===== src/rtl/ctx_status_pkg.sv =====
package ctx_status_pkg;

  // Pointer fields are three bits wide; this is fixed by the register layout.
  localparam int PTR_W   = 3;
  localparam int WORD_W  = 32;
  localparam int ENTRY_W = 2 * WORD_W;

  // Pointer value that means no slot has been written yet.
  localparam logic [PTR_W-1:0] IDLE_PTR = '1;

  // Strobes sent from the control half to the datapath half.
  typedef struct packed {
    logic             wrStrobe;
    logic [PTR_W-1:0] wrIdx;
  } ring_strobe_t;

endpackage


===== src/rtl/csr_ctrl.sv =====
module csr_ctrl
  import ctx_status_pkg::*;
#(
  parameter int ENTRIES = 6
) (
  input  logic             clk,
  input  logic             rst_n,
  input  logic             evtValid,
  input  logic             evtDefer,
  input  logic [PTR_W-1:0] rdPtr,
  output ring_strobe_t     strobe,
  output logic [PTR_W-1:0] wrPtr,
  output logic             irqPulse,
  output logic             overflow
);

  localparam logic [PTR_W-1:0] LAST_IDX = PTR_W'(ENTRIES - 1);

  logic [PTR_W-1:0] nextPtr;
  logic             hitRead;

  always_comb begin
    if (wrPtr == IDLE_PTR || wrPtr == LAST_IDX) nextPtr = '0;
    else                                        nextPtr = wrPtr + 1'b1;
  end

  assign hitRead       = (rdPtr != IDLE_PTR) && (nextPtr == rdPtr);
  assign strobe.wrStrobe = evtValid;
  assign strobe.wrIdx    = nextPtr;

  always_ff @(posedge clk) begin
    if (!rst_n) begin
      wrPtr    <= IDLE_PTR;
      irqPulse <= 1'b0;
      overflow <= 1'b0;
    end else begin
      irqPulse <= evtValid && !evtDefer;
      if (evtValid) begin
        wrPtr <= nextPtr;
        if (hitRead) overflow <= 1'b1;
      end
    end
  end

  // the first event after an empty ring goes to slot 0
  p_first_slot_r2: assert property (@(posedge clk) disable iff (!rst_n)
    evtValid && wrPtr == IDLE_PTR |=> wrPtr == '0);

  // wrap from the last slot back to 0
  p_wrap_r3: assert property (@(posedge clk) disable iff (!rst_n)
    evtValid && wrPtr == LAST_IDX |=> wrPtr == '0);

  // single step inside the ring
  p_step_r3: assert property (@(posedge clk) disable iff (!rst_n)
    evtValid && wrPtr != IDLE_PTR && wrPtr < LAST_IDX
      |=> wrPtr == PTR_W'($past(wrPtr) + 3'd1));

  // pointer holds without an event
  p_hold_r3: assert property (@(posedge clk) disable iff (!rst_n)
    !evtValid |=> $stable(wrPtr));

  // pointer is either idle or a legal slot
  p_range_r3: assert property (@(posedge clk) disable iff (!rst_n)
    wrPtr == IDLE_PTR || wrPtr <= LAST_IDX);

  // non-deferred event pulses the interrupt next cycle
  p_irq_r5: assert property (@(posedge clk) disable iff (!rst_n)
    evtValid && !evtDefer |=> irqPulse);

  // deferred event keeps the interrupt low
  p_defer_r6: assert property (@(posedge clk) disable iff (!rst_n)
    evtValid && evtDefer |=> !irqPulse);

  // overflow is sticky
  p_no_overflow_clear_r8: assert property (@(posedge clk) disable iff (!rst_n)
    overflow |=> overflow);

endmodule


===== src/rtl/csr_data.sv =====
module csr_data
  import ctx_status_pkg::*;
#(
  parameter int ENTRIES = 6,
  parameter int ADDR_W  = 4
) (
  input  logic               clk,
  input  logic               rst_n,
  input  ring_strobe_t       strobe,
  input  logic [ENTRY_W-1:0] evtData,
  input  logic [PTR_W-1:0]   wrPtr,
  input  logic [ADDR_W-1:0]  swAddr,
  input  logic               swWrEn,
  input  logic [WORD_W-1:0]  swWrData,
  output logic [WORD_W-1:0]  swRdData,
  output logic [PTR_W-1:0]   rdPtr
);

  localparam logic [ADDR_W-1:0] PTR_ADDR = ADDR_W'(2 * ENTRIES);

  logic [ENTRY_W-1:0] slotMem [ENTRIES];
  logic [15:0]        maskReg;
  logic               ptrWrite;

  assign ptrWrite = swWrEn && (swAddr == PTR_ADDR);

  // One storage register per slot.
  for (genvar g = 0; g < ENTRIES; g++) begin : g_slot
    always_ff @(posedge clk) begin
      if (!rst_n)
        slotMem[g] <= '0;
      else if (strobe.wrStrobe && strobe.wrIdx == PTR_W'(g))
        slotMem[g] <= evtData;
    end
  end

  always_ff @(posedge clk) begin
    if (!rst_n) begin
      rdPtr   <= IDLE_PTR;
      maskReg <= '0;
    end else if (ptrWrite) begin
      rdPtr   <= swWrData[10:8];
      maskReg <= swWrData[31:16];
    end
  end

  always_comb begin
    swRdData = '0;
    if (swAddr == PTR_ADDR)
      swRdData = {maskReg, 5'b0, rdPtr, 5'b0, wrPtr};
    for (int i = 0; i < ENTRIES; i++) begin
      if (swAddr == ADDR_W'(2 * i))     swRdData = slotMem[i][WORD_W-1:0];
      if (swAddr == ADDR_W'(2 * i + 1)) swRdData = slotMem[i][ENTRY_W-1:WORD_W];
    end
  end

  // software write loads the read pointer field
  p_rdptr_load_r7: assert property (@(posedge clk) disable iff (!rst_n)
    ptrWrite |=> rdPtr == $past(swWrData[10:8]));

  // read pointer moves only on a software write
  p_rdptr_hold_r7: assert property (@(posedge clk) disable iff (!rst_n)
    !ptrWrite |=> $stable(rdPtr));

  // a written event is readable one cycle after acceptance
  p_slot_visible_r5: assert property (@(posedge clk) disable iff (!rst_n)
    strobe.wrStrobe && strobe.wrIdx == '0 |=> slotMem[0] == $past(evtData));

endmodule


===== src/rtl/ctx_status_ring.sv =====
module ctx_status_ring
  import ctx_status_pkg::*;
#(
  parameter int ENTRIES = 6,
  parameter int ADDR_W  = 4
) (
  input  logic              clk,
  input  logic              rst_n,
  input  logic              evtValid,
  input  logic              evtDefer,
  input  logic [63:0]       evtData,
  input  logic [ADDR_W-1:0] swAddr,
  input  logic              swWrEn,
  input  logic [31:0]       swWrData,
  output logic [31:0]       swRdData,
  output logic              irqPulse,
  output logic              overflow
);

  ring_strobe_t     strobe;
  logic [PTR_W-1:0] wrPtr;
  logic [PTR_W-1:0] rdPtr;

  csr_ctrl #(.ENTRIES(ENTRIES)) ctrl_i (
    .clk      (clk),
    .rst_n    (rst_n),
    .evtValid (evtValid),
    .evtDefer (evtDefer),
    .rdPtr    (rdPtr),
    .strobe   (strobe),
    .wrPtr    (wrPtr),
    .irqPulse (irqPulse),
    .overflow (overflow)
  );

  csr_data #(.ENTRIES(ENTRIES), .ADDR_W(ADDR_W)) data_i (
    .clk      (clk),
    .rst_n    (rst_n),
    .strobe   (strobe),
    .evtData  (evtData),
    .wrPtr    (wrPtr),
    .swAddr   (swAddr),
    .swWrEn   (swWrEn),
    .swWrData (swWrData),
    .swRdData (swRdData),
    .rdPtr    (rdPtr)
  );

endmodule


===== config.mk =====
export PLATFORM = sky130hd
export DESIGN_NAME = ctx_status_ring
export DESIGN_NICKNAME = d
export VERILOG_FILES = /design/src/rtl/ctx_status_pkg.sv /design/src/rtl/csr_ctrl.sv /design/src/rtl/csr_data.sv /design/src/rtl/ctx_status_ring.sv
export SDC_FILE = /design/constraint.sdc
export NUM_CORES = 1
export LEC_CHECK = 0
export BUFFER_PORTS_ARGS = -buffer_cell sky130_fd_sc_hd__buf_4
export CAP_MARGIN = 20
export CORE_ASPECT_RATIO = 1.1
export CORE_UTILIZATION = 35
export CTS_CLUSTER_SIZE = 40
export DETAILED_ROUTE_END_ITERATION = 8
export PLACE_DENSITY = 0.53
export SLEW_MARGIN = 20
export SYNTH_ARGS = -nofsm -noshare
export SYNTH_HDL_FRONTEND = slang
export SYNTH_SLANG_ARGS = --single-unit

===== constraint.sdc =====
create_clock -name clk -period 15.3 [get_ports clk]
set_input_delay 1.53 -clock clk [delete_from_list [all_inputs] [get_ports clk]]
set_output_delay 1.53 -clock clk [all_outputs]
set_load 0.03 [all_outputs]

==> results.sh <==
export IMPL_cp_top_family="buffers and inverters"
export IMPL_syn_avg_cell_area_um2=12.2
export IMPL_crit_path_end_kind="primary output"
export IMPL_area_growth_synth_to_final_pct=15.2
export IMPL_row_count=89
export IMPL_die_width_um=224
export IMPL_cts_hold_buffers=0
export IMPL_design_core_area_um2=53700
export IMPL_whs_path_depth=2
export IMPL_dr_total_vias=12600
export IMPL_utilization=0.408
export IMPL_routed_via_density=5.26
export IMPL_critical_path_most_common_cell="buf_4"
export IMPL_antennaDiodeCount=0
export IMPL_yosysTopAreaCell="edfxtp_1"
export IMPL_worst_hold_path_type="reg2reg"
export IMPL_grt_pass1_wl_um=83600
export IMPL_worst_skew_pair_late_latency_ps=600
export IMPL_rsz0062_at_grt="no"
export IMPL_final_cell_mix="388 x and2_1, 384 x edfxtp_1, 142 x buf_4, 134 x a21oi_1, 112 x nand2_1"
export IMPL_cts_htree_levels=2
export IMPL_cts_buffers=46
export IMPL_grt_usage=0.208
export IMPL_hold_viol=0
export IMPL_period_minus_slack_ps=6280
export IMPL_drc=0
export IMPL_setup_tns_ps=0
export IMPL_place_congestion=0.789
export IMPL_synthesis_nets=1664
export IMPL_synth_top_flop_cell="edfxtp_1"
export IMPL_final_common_cell="and2_1"
export IMPL_worst_path_max_fanout=38
export IMPL_crit_type="in2out"
export IMPL_antenna_found_initial=1
export IMPL_critical_path_max_stage_delay_ps=610
export IMPL_postCtsSetupRepairBufs=0
export IMPL_die_height_um=246
export IMPL_drt_pre_antenna_iters=5
export IMPL_ranking_of_synthesized_cells_by_area="edfxtp_1 61%, and2_1 13%, a21oi_1 3.5%"
export IMPL_synth_top_area_frac=0.607
export IMPL_cts_root_buffer="clkbuf_16"
export IMPL_cellLeakagePower_nw=8.14
export IMPL_dpl_cell_count=2318
export IMPL_drt_iter0_drc=947
export IMPL_post_synth_inst_count=1554
export IMPL_synthArstFlopShare=0
export IMPL_finish_cell_count_without_fillers=2401
export IMPL_ff2ff_path_depth=6
export IMPL_initial_core_utilization=0.354
export IMPL_worst_setup_hold_path_clk_slew_ps=60
export IMPL_die_area_um2=55200
export IMPL_max_slew_margin=0.247
export IMPL_grt_overflow_total=0
export IMPL_post_drt_wl_per_cell_um=23.6
export IMPL_cp_required_ps=13770
export IMPL_io_buffer_count=125
export IMPL_drt_antenna_violating_nets=0
export IMPL_grt_pass1_vias=12700
export IMPL_synthDistinctLibCells=63
export IMPL_synth_warnings=0
export IMPL_cpMaxStageDelayCell="nand2_1"
export IMPL_ctsLongestPathBuffers=3
export IMPL_final_count_of_pins_violating_max_slew=0
export IMPL_wirelength_um=56700
export IMPL_final_cell_area_um2=21900
export IMPL_mappedNetlistArea_um2=19000
export IMPL_fmax_mhz=159
export IMPL_setup_viol=0
export IMPL_finalClockSkew_ps=27.0
export IMPL_placement_cell_area_um2=20500
export IMPL_synth_edf_count=384
export IMPL_power_density_nw_per_um2=121
export IMPL_highest_ir_drop_seen_on_vdd_uv=70.3
export IMPL_timing_critical_path_arrival_ps=4750
export IMPL_io_pin_count=139
export IMPL_clock_tree_from_tritoncts="done"
export IMPL_cts_sink_count=408
export IMPL_layout_drive_gt1_share=0.155
export IMPL_status="finished clean"
export IMPL_critPathBufInv=5
export IMPL_nets=1748
export IMPL_synth_yosys_seq_area_share=0.632
export IMPL_post_layout_total_power_mw=2.64
export IMPL_path_cells="buf_4, buf_4, inv_1, nor2_2, nand2_1, buf_4, o22ai_1, o21ai_0, buf_4"
export IMPL_post_cts_resized_instances=0
export IMPL_grt_start_max_net_pins=65
export IMPL_synth_ff_latch_count=408
export IMPL_cp_start_kind="primary input"
export IMPL_drv_cap=0
export IMPL_final_min_period_over_clock_period=0.410
export IMPL_crit_cells=9
export IMPL_hpwlAfterDp_um=32200
export IMPL_worst_slew_pin_slew_ps=1130
[final timing paths]
check                           slack [ps]                    end               start
worst max register to register       12330  data_i.slotMem[1][14]     ctrl_i.wrPtr[0]
worst max-delay path                  9020           swRdData[30]           swAddr[1]
worst min-delay path                   460     data_i.maskReg[14]  data_i.maskReg[14]
worst min register to register         460     data_i.maskReg[14]  data_i.maskReg[14]
[sequential cells by signal (all words and copies together), names as in the netlist]
name,count
ctrl_i.overflow,1
ctrl_i.wrPtr,3
data_i.maskReg,16
data_i.rdPtr,3
ctrl_i.irqPulse,1
data_i.slotMem,384
[layer usage]
metal,vias up,part of all wire,track usage
met2,364,0.48,0.350
met1,6372,0.44,0.280
met3,74,0.056,0.0284
met4,2,0.020,0.0546
met5,-,0.00016,0
li1,5819,-,-
[stage by stage]
| stage | hold WS [ps] | worst slack [ps] |
|---|---|---|
| floorplan | 436 | 6290 |
| global placement | 451 | 8970 |
| detailed placement | 454 | 8980 |
| CTS | 463 | 8980 |
| global route | 485 | 8850 |
| finish | 462 | 9020 |
[layout make-up]
cell class                 instances  area (um2)
clock buffer                      61        1250
clock inverter                    22         149
fill                            5152       31800
inverter                          16        60.1
multi-input combinational       1024        6450
sequential                       408       12000
tap                              728         911
timing repair buffer             142        1070
[worst min-delay path: stages (launching register included)]
cell	delay [ps]
dfxtp_1	310
nand2_1	50
a21oi_1	50
[report_power, final]
part           switching (mW)  internal, mW  total, mW  leakage (nW)
clock network           0.454         0.590       1.04         0.685
registers              0.0195          1.30       1.32          4.20
logic                   0.189        0.0887      0.277          3.25
[synth_stat cells, types with 5 or more instances]
cell       instances
and2_1           388
edfxtp_1         384
a21oi_1          134
nand2_1          118
o21ai_0           80
clkbuf_1          49
o22ai_1           44
a22oi_1           35
nor2_1            33
mux2i_1           32
buf_2             28
dfxtp_1           24
a2bb2oi_1         17
inv_1             15
buf_6             14
a22o_1            12
buf_4             12
o221ai_1          11
mux2_2            10
nand3_1           10
o21ai_1            9
nor3_1             7
a211oi_1           6
nor2b_1            6
o32ai_1            6
a21o_1             5
ha_1               5
mux4_2             5
[kinds of logic (layout without fill, tap and decap cells)]
kind of cell,after synthesis,in the layout,synth area share
muxes,47,47,0.0287
adders and majority gates,5,5,0.00329
DFF,408,408,0.632
buffers and inverters,122,241,0.0348
and+or+nand+nor,593,593,0.179
AOI/OAI and AO/OA,379,379,0.122
No activity file was read; power rests on OpenSTA's default activity.
